`src/rtl/rx_delim_check.sv`:
```
module rx_delim_check #(
  parameter int LEN_W   = 5,
  parameter int LEN_MIN = 2,
  parameter int LEN_MAX = 16
) (
  input  logic             clk,
  input  logic             rst,
  input  logic             sym_valid,
  input  logic [2:0]       sym_kind,
  input  logic [LEN_W-1:0] msg_len,
  output logic             frame_err
);
  localparam logic [2:0] K_DATA = 3'd1;
  localparam logic [2:0] K_SOF  = 3'd2;
  localparam logic [2:0] K_EOF  = 3'd3;
  localparam logic [2:0] K_UFC  = 3'd4;

  logic in_frame, got_data;

  wire is_sof  = sym_valid && sym_kind == K_SOF;
  wire is_eof  = sym_valid && sym_kind == K_EOF;
  wire is_data = sym_valid && sym_kind == K_DATA;
  wire is_ufc  = sym_valid && sym_kind == K_UFC;
  wire is_bad  = sym_valid && sym_kind > K_UFC;
  wire len_ok  = !msg_len[0] && msg_len >= LEN_W'(LEN_MIN) && msg_len <= LEN_W'(LEN_MAX);

  wire viol = (is_sof && in_frame) || (is_eof && !(in_frame && got_data)) ||
              (is_ufc && !len_ok) || is_bad;

  always_ff @(posedge clk) begin
    if (rst) begin
      frame_err <= 1'b0;
      in_frame  <= 1'b0;
      got_data  <= 1'b0;
    end else begin
      frame_err <= viol;
      if (is_sof) begin
        in_frame <= 1'b1;
        got_data <= 1'b0;
      end else if (is_eof) begin
        in_frame <= 1'b0;
        got_data <= 1'b0;
      end else if (is_data && in_frame) begin
        got_data <= 1'b1;
      end
    end
  end
endmodule


```
`config.mk`:
```
export PLATFORM = sky130hd
export DESIGN_NAME = rx_delim_check
export DESIGN_NICKNAME = d
export VERILOG_FILES = /design/src/rtl/rx_delim_check.sv
export SDC_FILE = /design/constraint.sdc
export NUM_CORES = 1
export LEC_CHECK = 0
export ABC_AREA = 1
export BUFFER_PORTS_ARGS = -buffer_cell sky130_fd_sc_hd__buf_2
export CAP_MARGIN = 10
export CORE_AREA = 2 2 39 41
export DETAILED_ROUTE_END_ITERATION = 8
export DIE_AREA = 0 0 41 43
export PLACE_DENSITY_LB_ADDON = 0.08
export SLEW_MARGIN = 30
export SYNTH_ARGS = -nofsm -noshare
export SYNTH_HDL_FRONTEND = slang
export SYNTH_SLANG_ARGS = --single-unit
```
`constraint.sdc`:
```
create_clock -name clk -period 0.8 [get_ports clk]
set_input_delay 0.04 -clock clk [delete_from_list [all_inputs] [get_ports clk]]
set_output_delay 0.04 -clock clk [all_outputs]
set_load 0.05 [all_outputs]
```
# [Word level (Yosys, flattened, before mapping)]
# Index checks and enable logic that the tools add are counted.
[totals] output_inout_bits=1 rom_bits=0 ramBits=0 latch_bits=0 inputBits=11 reg_bits=3 word_cells=32 memories=0
[op_classes] bitwise_logic=0 n_mul=0 div=0 n_mux=2 reduce_logical=20 magnitude_cmp=3 eq_ne=4 shift=0 addsub=0
[ops] op="$logic_and A1 B1 Y1" count=12
[ops] op="$eq A3 B2 Y1 const B" count=2
[ops] op="$ge A5 B2 Y1 const B" count=1
[ops] op="$le A5 B5 Y1 const B" count=1
[ops] op="$eq A3 B1 Y1 const B" count=1
[ops] op="$eq A3 B3 Y1 const B" count=1
[ops] op="$gt A3 B3 Y1 const B" count=1
[ops] op="$logic_not A1 Y1" count=3
[ops] op="$logic_or A1 B1 Y1" count=3
[ops] op="$reduce_or A3 Y1" count=1
[ops] op="$mux W1" count=2
[ops] op="$reduce_bool A2 Y1" count=1

# [Longest topological paths before layout]
[logic_depth] word_depth=7 mapped_depth=6 mapped_depth_nobuf=6

# [Least setup slack after synthesis]
# Ideal clock, no wire load.
[synth_timing] kind="register -> register" from="register in_frame" to="register frame_err" n_path_buf=0 setup_time_ns=0.120 synth_period_minus_slack_ns=0.695 t_arrival_ns=0.576 required_ns=0.680 setup_slack_ns=0.105 stages_incl_launch_ff=4 path_cell_list="dfxtp_1 > nand3_1 > o211ai_1 > a21oi_2"
[synth_via] elab_chain_len=6 word_cells_on_any_way=7
[synth_rtl] item="start, declared" line_no="18" rtl="logic in_frame, got_data;"
[synth_rtl] item="start signal, assigned" line_no="33" rtl="in_frame <= 1'b0;"
[synth_rtl] item="start signal, assigned" line_no="38" rtl="in_frame <= 1'b1;"
[synth_rtl] item="start signal, assigned" line_no="41" rtl="in_frame <= 1'b0;"
[synth_rtl] item="$logic_and A1 B1 Y1" line_no="27" rtl="wire viol = (is_sof && in_frame) || (is_eof && !(in_frame && got_data)) ||"
[synth_rtl] item="$logic_not A1 Y1" line_no="27"
[synth_rtl] item="$logic_and A1 B1 Y1" line_no="27"
[synth_rtl] item="$logic_or A1 B1 Y1 (*) (2 in series)" line_no="27"
[synth_rtl] item="$logic_or A1 B1 Y1 (*)" line_no="28" rtl="(is_ufc && !len_ok) || is_bad;"
[synth_rtl] item="end signal, assigned" line_no="36" rtl="frame_err <= viol;"
[synth_rtl] item="end, declared" line_no="11" rtl="output logic frame_err"
# Every way passes the cells marked *; elsewhere a longest branch is shown, timed or not.
# A chain may end at the register's enable or synchronous reset.

# [Worst setup path in the final report]
[layout_timing] from="register frame_err" to="output frame_err"
# No word-level cell between the ends.

==> metrics.txt <==
clock sink total=3; drt wl/cell=~7 um; worst rel slew slack=87.21%; PwrDens=between 1500 and 2000 nW/um^2; Yosys warnings=0; Reg clk slew, reported paths=roughly 0.04 ns; WS Path Type=reg -> out; Initial Util=roughly an eighth; Slew Limit Fails=0; CP startpoint kind=flop; Critical Path AT=around 0.71 ns; total power draw=506.5 uW; Clock H-tree levels=1; setup TNS=0 ns; Final Setup Violations=0; router iterations before antenna repair=1; final WL=about 450 um; status=completed; latest clock arrival within the worst-skew pair=roughly 0.23 ns; FP Rows=14; largest net degree at the start of global routing=6; Worst-Margin Slew=0.1910 ns; Worst Path Max Fanout=1; die width=41 um; # fillers=170; CP peak stage delay=around 0.3 ns; gr usage total=between 7 and 8%; Final period util=between 90 and 100%; # diodes=0; vias in the first global route=about 230; area growth from synthesis to layout=62.59%; initial antenna violation count=0; vias per inst=~3.8; Routed Antenna Nets=0; die height=about 43 um; area of the multi-input gates=between 100 and 150 um^2; leakage power=between 0.0001 and 0.00015 uW; syn nets=between 40 and 50; # IOs=12; CTS root buf=clkbuf_4; Final Net Count=between 50 and 60; Synth Area per Inst=6.131 um^2; Post-Synthesis Cells=30; Placer Congestion=around 0.7; RSZ-0062 raised after global routing=no; Remaining DRCs=0; Core Area=between 1000 and 1500 um^2; share of the synthesized area in the top cell type=between 30% and 40%; Die ar.=1763 um^2; Port Buffer Count=11; buffer count from post-CTS setup fixing=0; Max-cap violations=0; Buf+Inv Stages, Crit Path=1; synth top area cells=dfxtp_1, nand2_1, inv_1, nor2_2, nor2_1; crit-path cells=buf_4; gr ovfl total=0; Clock Tree Buf Depth=2; CP Data Required Time=0.76 ns; worst min path class=in -> reg; Slowest-stage cell, CP=dfxtp_1; Fin. Hold Viols=0; layout cells sized above 1=a little over two fifths; first-pass GRT wire length=807 um; Seq/Total Area, Yosys=between 30% and 40%; initial DRC count=0; FF+latch count, synth=3; Clock Skew=approximately 0.00027 ns; CP endpoint kind=primary output; Seq. cell area=61.31 um^2; max frequency=roughly 1.3 GHz; Final min period=about 0.75 ns; synthesized area=about 180 um^2; leading area contributor after synthesis=dfxtp_1; Netlist cell types=12; number of buffers created by CTS=3; Fin Hold WS=0.06318 ns; TritonCTS clock tree=yes; Final HPWL DP=386 um; vias=between 200 and 250; CP top delay family=flip-flops; peak supply drop=~0.28 mV
flip-flops by register name, indices dropped and copies added, names as in the netlist:
signal and count:
got_data 1, in_frame 1, frame_err 1
synthesized netlist by cell type:
cell / instances
inv_1: 4
nand3_1: 2
nor2_2: 2
a21oi_1: 2
nor2_1: 3
dfxtp_1: 3
nand4_1: 1
nand2_1: 9
a21oi_2: 1
inv_2: 1
nor3_1: 1
o211ai_1: 1
repair_timing:
item,CTS,global route
hold buffers,1,0
resized for setup,1,2
setup endpoints to repair,1,2
hold endpoints to repair,1,0
area by class of cell:
| cell class | instances | share of cell area [%] |
|---|---|---|
| inverters | 5 | 6.276 |
| flip-flops and latches | 3 | 20.50 |
| repair buffers | 12 | 22.59 |
| multi-input cells | 22 | 35.15 |
| clock buffers | 4 | 8.787 |
| well taps | 16 | 6.695 |
where the power goes:
part           total, uW  switching [uW]  internal, uW
Clock                267            80.1           187
Combinational       82.2            44.7          37.5
Sequential           157            2.26           155
logic make-up after synthesis:
logic type / synth area share, %
AOI/OAI and AO/OA: 14.29
and+or+nand+nor: 42.85
buffers and inverters: 10.20
DFF: 32.65
routing by layer:
layer,vias to the layer above,wire length [um],global-route usage [%]
li1,128,-,-
met2,6,221,10.63
met1,97,184,6.709
met3,2,30,1.571
met5,-,0,0
met4,0,10,8.000
through the flow:
| step | cells | cell area [um^2] | utilization, % | worst slack (ns) |
|---|---|---|---|---|
| 2_1_floorplan | 30 | 183.9 | - | 0.1048 |
| 3_3_place_gp | 57 | 259.0 | 18.72 | 0.06360 |
| 3_5_place_dp | 57 | 259.0 | 18.72 | 0.06318 |
| 4_1_cts | 62 | 297.8 | 21.52 | 0.03252 |
| 5_1_grt | 62 | 299.0 | 21.61 | 0.001210 |
| 6_report | 62 | 299.0 | 21.61 | 0.04651 |
placed cells by master (no fill, tap or decap):
cell type	instances
nor3_1	1
inv_2	2
dfxtp_2	1
buf_2	10
a21oi_1	2
nor2_2	2
nand3_1	2
o211ai_1	1
dlygate4sd3_1	1
nand4_1	1
buf_4	1
dfxtp_1	2
clkbuf_4	3
nand2_1	9
nor2_1	3
inv_1	3
a21oi_2	1
clkbuf_1	1
final timing paths:
path / start / to / slack [ns] / depth (start not counted)
setup / recovery: frame_err / frame_err / 0.05 / 1
hold / removal: sym_valid / frame_err / 0.06 / 3
setup reg to reg: in_frame / frame_err / 0.08 / 2
hold reg to reg: got_data / got_data / 0.44 / 2
No activity file was read; power rests on OpenSTA's default activity.
